--- src/rtl/cpr_pkg.sv ---
package cpr_pkg;

    typedef enum logic {
        PORT_M = 1'b0,
        PORT_S = 1'b1
    } port_e;

    typedef struct packed {
        logic       dflt_out;
        logic       mask_dir;
        logic       encrypt;
        logic [1:0] arrange;
        logic [1:0] ctype;
    } mode_t;

    localparam int MODE_W = $bits(mode_t);

    localparam mode_t MODE_RESET = '{
        dflt_out: 1'b0,
        mask_dir: 1'b0,
        encrypt:  1'b0,
        arrange:  2'b01,
        ctype:    2'b00
    };

    typedef enum logic {
        IN_EMPTY  = 1'b0,
        IN_LOADED = 1'b1
    } in_state_e;

    typedef enum logic {
        OUT_EMPTY = 1'b0,
        OUT_HELD  = 1'b1
    } out_state_e;

endpackage

--- src/rtl/cpr_mode_reg.sv ---
module cpr_mode_reg
    import cpr_pkg::*;
#(
    parameter int DATA_W = 8
) (
    input  logic              clk,
    input  logic              rst_n,
    input  logic              wr_en,
    input  logic [DATA_W-1:0] wdata,
    output mode_t             mode
);

    always_ff @(posedge clk or negedge rst_n) begin
        if (!rst_n)
            mode <= MODE_RESET;
        else if (wr_en)
            mode <= mode_t'(wdata[MODE_W-1:0]);
    end

    assert_mode_write_R2: assert property (@(posedge clk) disable iff (!rst_n)
        wr_en |=> (mode == $past(wdata[MODE_W-1:0])));

endmodule

--- src/rtl/cpr_route.sv ---
module cpr_route
    import cpr_pkg::*;
(
    input  mode_t mode,
    output port_e in_owner,
    output port_e out_owner,
    output logic  master_only
);

    port_e plain_port;
    port_e ciph_port;

    always_comb begin
        master_only = mode.arrange[1];
        if (master_only) begin
            plain_port = PORT_M;
            ciph_port  = PORT_M;
        end else if (mode.arrange[0]) begin
            plain_port = PORT_M;
            ciph_port  = PORT_S;
        end else begin
            plain_port = PORT_S;
            ciph_port  = PORT_M;
        end
        in_owner  = mode.encrypt ? plain_port : ciph_port;
        out_owner = mode.encrypt ? ciph_port  : plain_port;
    end

endmodule

--- src/rtl/cpr_in_fsm.sv ---
module cpr_in_fsm
    import cpr_pkg::*;
#(
    parameter int DATA_W = 8
) (
    input  logic              clk,
    input  logic              rst_n,
    input  logic              load,
    input  logic [DATA_W-1:0] load_data,
    input  logic              core_ready,
    output logic              full,
    output logic [DATA_W-1:0] data
);

    in_state_e state_q, state_d;

    always_ff @(posedge clk or negedge rst_n) begin
        if (!rst_n) begin
            state_q <= IN_EMPTY;
            data    <= '0;
        end else begin
            state_q <= state_d;
            if (state_q == IN_EMPTY && load)
                data <= load_data;
        end
    end

    always_comb begin
        state_d = state_q;
        unique case (state_q)
            IN_EMPTY:  if (load)       state_d = IN_LOADED;
            IN_LOADED: if (core_ready) state_d = IN_EMPTY;
            default:                   state_d = IN_EMPTY;
        endcase
    end

    assign full = (state_q == IN_LOADED);

    assert_take_clears_R7: assert property (@(posedge clk) disable iff (!rst_n)
        (state_q == IN_LOADED && core_ready) |=> (state_q == IN_EMPTY));

    assert_load_sets_R7: assert property (@(posedge clk) disable iff (!rst_n)
        (state_q == IN_EMPTY && load) |=> (full && data == $past(load_data)));

    assert_hold_when_full_R8: assert property (@(posedge clk) disable iff (!rst_n)
        (state_q == IN_LOADED && !core_ready) |=> (full && $stable(data)));

endmodule

--- src/rtl/cpr_out_fsm.sv ---
module cpr_out_fsm
    import cpr_pkg::*;
#(
    parameter int DATA_W = 8
) (
    input  logic              clk,
    input  logic              rst_n,
    input  logic              core_valid,
    input  logic [DATA_W-1:0] core_data,
    output logic              core_ready,
    input  logic              drain,
    output logic              held,
    output logic [DATA_W-1:0] data
);

    out_state_e state_q, state_d;

    always_ff @(posedge clk or negedge rst_n) begin
        if (!rst_n) begin
            state_q <= OUT_EMPTY;
            data    <= '0;
        end else begin
            state_q <= state_d;
            if (state_q == OUT_EMPTY && core_valid)
                data <= core_data;
        end
    end

    always_comb begin
        state_d = state_q;
        unique case (state_q)
            OUT_EMPTY: if (core_valid) state_d = OUT_HELD;
            OUT_HELD:  if (drain)      state_d = OUT_EMPTY;
            default:                   state_d = OUT_EMPTY;
        endcase
    end

    assign held       = (state_q == OUT_HELD);
    assign core_ready = (state_q == OUT_EMPTY);

    assert_no_overwrite_R9: assert property (@(posedge clk) disable iff (!rst_n)
        held |=> $stable(data));

    assert_drain_clears_R10: assert property (@(posedge clk) disable iff (!rst_n)
        (held && drain) |=> !held);

endmodule

--- src/rtl/cipher_port_router.sv ---
module cipher_port_router
    import cpr_pkg::*;
#(
    parameter int DATA_W = 8
) (
    input  logic              clk,
    input  logic              rst_n,
    input  logic              m_cs,
    input  logic              m_stb,
    input  logic              m_rw,
    input  logic [1:0]        m_addr,
    input  logic [DATA_W-1:0] m_wdata,
    output logic [DATA_W-1:0] m_rdata,
    input  logic              s_cs,
    input  logic              s_stb,
    input  logic              s_rw,
    input  logic              s_addr,
    input  logic [DATA_W-1:0] s_wdata,
    output logic [DATA_W-1:0] s_rdata,
    output logic [MODE_W-1:0] core_mode,
    output logic              core_in_valid,
    output logic [DATA_W-1:0] core_in_data,
    input  logic              core_in_ready,
    input  logic              core_out_valid,
    input  logic [DATA_W-1:0] core_out_data,
    output logic              core_out_ready
);

    localparam int NPORT  = 2;
    localparam int ADDR_W = 2;
    localparam logic [ADDR_W-1:0] A_DATA = 2'd0;
    localparam logic [ADDR_W-1:0] A_STAT = 2'd1;
    localparam logic [ADDR_W-1:0] A_MODE = 2'd2;

    mode_t mode;
    port_e in_owner, out_owner;
    logic  master_only;
    logic  in_full, out_held;
    logic [DATA_W-1:0] in_data, out_data;

    logic [NPORT-1:0]  p_cs, p_stb, p_rw, p_live, p_hit;
    logic [NPORT-1:0]  p_load, p_drain;
    logic [ADDR_W-1:0] p_addr  [NPORT];
    logic [DATA_W-1:0] p_wdata [NPORT];
    logic [DATA_W-1:0] p_rdata [NPORT];

    assign p_cs   = {s_cs, m_cs};
    assign p_stb  = {s_stb, m_stb};
    assign p_rw   = {s_rw, m_rw};
    assign p_live = {~master_only, 1'b1};
    assign p_addr[0]  = m_addr;
    assign p_addr[1]  = {1'b0, s_addr};
    assign p_wdata[0] = m_wdata;
    assign p_wdata[1] = s_wdata;

    for (genvar p = 0; p < NPORT; p++) begin : g_port
        localparam port_e PID = (p == 0) ? PORT_M : PORT_S;
        logic own_in, own_out;
        logic [DATA_W-1:0] status;

        assign own_in   = (in_owner == PID);
        assign own_out  = (out_owner == PID);
        assign p_hit[p] = p_cs[p] & p_stb[p] & p_live[p];
        assign p_load[p]  = p_hit[p] & ~p_rw[p] & (p_addr[p] == A_DATA) & own_in;
        assign p_drain[p] = p_hit[p] &  p_rw[p] & (p_addr[p] == A_DATA) & own_out;
        assign status = {{(DATA_W-2){1'b0}}, out_held & own_out, in_full & own_in};

        always_comb begin
            p_rdata[p] = '0;
            if (p_hit[p] && p_rw[p]) begin
                unique case (p_addr[p])
                    A_DATA:  p_rdata[p] = own_out ? out_data : '0;
                    A_STAT:  p_rdata[p] = status;
                    A_MODE:  p_rdata[p] = (p == 0) ? {{(DATA_W-MODE_W){1'b0}}, mode} : '0;
                    default: p_rdata[p] = '0;
                endcase
            end
        end
    end

    assign m_rdata   = p_rdata[0];
    assign s_rdata   = p_rdata[1];
    assign core_mode = mode;

    logic mode_wr;
    assign mode_wr = p_hit[0] & ~p_rw[0] & (p_addr[0] == A_MODE);

    cpr_mode_reg #(.DATA_W(DATA_W)) u_mode (
        .clk   (clk),
        .rst_n (rst_n),
        .wr_en (mode_wr),
        .wdata (m_wdata),
        .mode  (mode)
    );

    cpr_route u_route (
        .mode        (mode),
        .in_owner    (in_owner),
        .out_owner   (out_owner),
        .master_only (master_only)
    );

    cpr_in_fsm #(.DATA_W(DATA_W)) u_in (
        .clk        (clk),
        .rst_n      (rst_n),
        .load       (|p_load),
        .load_data  (p_load[1] ? p_wdata[1] : p_wdata[0]),
        .core_ready (core_in_ready),
        .full       (in_full),
        .data       (in_data)
    );

    cpr_out_fsm #(.DATA_W(DATA_W)) u_out (
        .clk        (clk),
        .rst_n      (rst_n),
        .core_valid (core_out_valid),
        .core_data  (core_out_data),
        .core_ready (core_out_ready),
        .drain      (|p_drain),
        .held       (out_held),
        .data       (out_data)
    );

    assign core_in_valid = in_full;
    assign core_in_data  = in_data;

    assert_one_loader_R3: assert property (@(posedge clk) disable iff (!rst_n)
        $countones(p_load) <= 1);

    assert_slave_no_load_R5: assert property (@(posedge clk) disable iff (!rst_n)
        (mode.arrange[1] && !in_full && s_cs && s_stb && !s_rw && !(m_cs && m_stb))
            |=> !in_full);

    assert_slave_no_drain_R6: assert property (@(posedge clk) disable iff (!rst_n)
        (mode.arrange[1] && out_held && s_cs && s_stb && s_rw && !(m_cs && m_stb))
            |=> out_held);

    assert_slave_blank_R5: assert property (@(posedge clk) disable iff (!rst_n)
        mode.arrange[1] |-> (s_rdata == '0));

endmodule

--- config.mk ---
export PLATFORM = sky130hd
export DESIGN_NAME = cipher_port_router
export DESIGN_NICKNAME = d
export VERILOG_FILES = /design/src/rtl/cpr_pkg.sv /design/src/rtl/cpr_mode_reg.sv /design/src/rtl/cpr_route.sv /design/src/rtl/cpr_in_fsm.sv /design/src/rtl/cpr_out_fsm.sv /design/src/rtl/cipher_port_router.sv
export SDC_FILE = /design/constraint.sdc
export NUM_CORES = 1
export LEC_CHECK = 0
export CORE_UTILIZATION = 40
export DETAILED_ROUTE_END_ITERATION = 10
export GPL_TIMING_DRIVEN = 0
export PLACE_DENSITY = 0.8
export SLEW_MARGIN = 20
export SYNTH_ARGS = -nofsm -noshare
export SYNTH_HDL_FRONTEND = slang
export SYNTH_SLANG_ARGS = --single-unit
--- constraint.sdc ---
create_clock -name clk -period 2.4 [get_ports clk]
set_input_delay 0.72 -clock clk [delete_from_list [all_inputs] [get_ports clk]]
set_output_delay 0.72 -clock clk [all_outputs]
set_load 0.02 [all_outputs]
==> reports/qor.txt <==
initial antenna violation count: 0
largest net degree at the start of global routing: 26
CP Data Required Time: 1.68 ns
die area: 3760 um^2
Slew Limit Fails: 0
Num CTS Buffers: 3
starting density of the core: 0.418
commonest non-fill, non-tap cells in the layout: clkdlybuf4s50_1 (42), mux2_2 (24), dfrtp_1 (23)
vias in the first global route: 1,227
reg2reg end: u_in.data[6]
footprint of the multi-input gates: 866 um^2
RSZ-0062 raised after global routing: yes
GP Congestion: 0.792
post-synth net total: 145
normalized max-slew margin: 0.634
syn avg cell area: 13.0 um^2
Seq/Total Area, Yosys: 0.446
Worst Tran Pin Value: 0.550 ns
fmax: 388 MHz
crit start category: flip-flop
min Tclk post-route: 2.58 ns
final setup violating endpoints: 15
Hold-fix buffers, CTS: 0
DPL Wire Length: 2.73 mm
Synth area leader: dfrtp_1
crit path capture: s_rdata[0]
Synth Warn #: 0
WL met3: 250 um
Tot Pwr: 1.84 mW
port buffer count: 68
Layout area overhead: 66.7%
LEAKAGE: 1.03 nW
commonest non-fill, non-tap cell in the layout: clkdlybuf4s50_1
failing checks: setup timing
min setup slack post-route: -0.175 ns
CTS tree: yes
Routed Antenna Nets: 0
fin util: 0.697
synthesized instance count: 108
GRT overflow: 0
storage element area: 628 um^2
Hold WC Path Type: in2async
IO Count: 70
wl on met1: 1.47 mm
Final Cycle Share: 1.07
Sink Count: 25
arrival time at the worst endpoint: 1.86 ns
post-synth cell types: 34
NumNets Final: 225
Power Dens Cells: 786 nW/um^2
# fillers: 256
Vias: 1,212
crit end category: output port
CORE AREA: 3360 um^2
Highest Signal Layer: met4
Core Rows: 21
die height: 61.3 um
clk root buf: clkbuf_4
reg2reg start: u_mode.mode[2]
Final Hold Fails: 0
top cells by area, synth: dfrtp_1 (43%), mux2_2 (19%), mux2_4 (7.5%), a22o_2 (3.6%), and2_1 (2.7%)
share of cells above drive strength 1: 0.487
FF+latch count, synth: 25
R2R cell count: 5
Die W: 61.3 um
critical path launch point: u_mode.mode[2]
H-tree depth: 1
Synth Cell Area: 1410 um^2
hold slack: 0.360 ns
Worst-path clk slew: 0.15 ns
clock latency on the worst-skew pair: 0.32 ns
# diodes: 0
flop2flop setup slack: 0.40 ns
critical path fanouts, max: 3
Post-Place Cell Area: 2140 um^2
Worst Skew: 0.00466 ns
routed len/inst: 16.5 um
total of max-cap violations: 0
final wirelength: 3.85 mm
total track usage: 0.202
share of the synthesized area in the top cell type: 0.427
worst vdd ir: 0.515 mV
first-pass GRT wire length: 5.53 mm
total negative slack: -1.76 ns
buffers from clock root to sink, at most: 2
Design Area, Final: 2340 um^2
met2 wire len: 2.07 mm
Starting DRT DRC Count: 28
Vias per Instance: 5.20
drc violations: 0
Crit Path Class: reg2out
first-pass detailed-route iteration total: 4
status: finished, violations left
==> metrics by stage <==
step           instances  setup WS, ns
6_report             233        -0.175
5_1_grt              233        -0.284
4_1_cts              231        -0.178
3_5_place_dp         222         -1.18
3_3_place_gp         222         -1.14
2_1_floorplan        108       -0.0471
==> routing by layer <==
metal	GRT usage	up-vias
met5	0	-
li1	-	559
met3	0.0588	6
met1	0.229	602
met2	0.365	45
met4	0.0617	0
==> logic make-up after synthesis <==
logic type | after synthesis | share of synthesized area
AND/OR/NAND/NOR | 26 | 0.119
buffers and inverters | 8 | 0.0294
flip-flops | 25 | 0.446
XOR/XNOR | 2 | 0.0178
AO/OA/AOI/OAI | 15 | 0.114
multiplexers | 32 | 0.274
==> report_power, final <==
| part | leakage (nW) | internal, mW | switching (mW) |
|---|---|---|---|
| sequential | 0.298 | 0.599 | 0.165 |
| combinational | 0.719 | 0.499 | 0.384 |
| clock | 0.0139 | 0.0636 | 0.133 |
| total | 1.03 | 1.16 | 0.683 |
==> final cells by class <==
cell class / instances / share of cell area
sequential: 25 / 0.268
clock buffer: 3 / 0.00961
tap: 46 / 0.0245
timing repair buffer: 75 / 0.308
clock inverter: 1 / 0.00320
inverter: 4 / 0.00640
multi-input combinational: 75 / 0.369
buffer: 4 / 0.0112
==> cells in the mapped netlist <==
master,number
a22o_2,5
xor2_2,1
nor2b_1,1
or2_1,1
inv_1,3
nand2_1,3
inv_2,1
a21oi_1,2
buf_4,1
a2111oi_4,1
dfrtp_1,24
nand3_4,1
nor2_1,2
o2bb2ai_4,1
a221oi_1,2
and3b_1,1
buf_6,1
dfstp_2,1
and2_2,1
and3_1,1
nand3_1,4
a211oi_1,2
o21ai_0,1
clkbuf_1,2
mux2_2,24
nor3_1,2
nor4_1,1
xnor2_1,1
or4_4,1
and4b_2,1
a21o_1,1
mux2i_1,1
and2_1,6
mux2_4,7
==> state kept, by name (all words and copies together), names as in the netlist <==
signal,count
u_in.data,8
u_out.data,8
u_mode.mode,7
u_in.full,1
u_out.held,1
==> critical path: stages, from the launching register on <==
cell     delay, ns
dfstp_2       0.63
buf_6         0.14
xor2_4        0.21
nand3_1       0.12
o21ai_0       0.09
and3_1        0.21
buf_4         0.15
==> worst min-delay path by stage <==
stage                       from      endpoint
floorplan                  rst_n  u_in.data[0]
global placement    u_in.data[4]  u_in.data[4]
detailed placement  u_in.data[5]  u_in.data[5]
CTS                 u_in.data[1]  u_in.data[1]
global route               rst_n  u_in.data[4]
finish                     rst_n  u_in.data[1]
==> repair_timing <==
action / CTS / global route
setup buffers: 5 / 2
resized for setup: 124 / 7
pin swaps: 17 / 13
gates cloned: 0 / 0
endpoints found under the setup margin: 16 / 16
(Power assumes the default switching activity.)
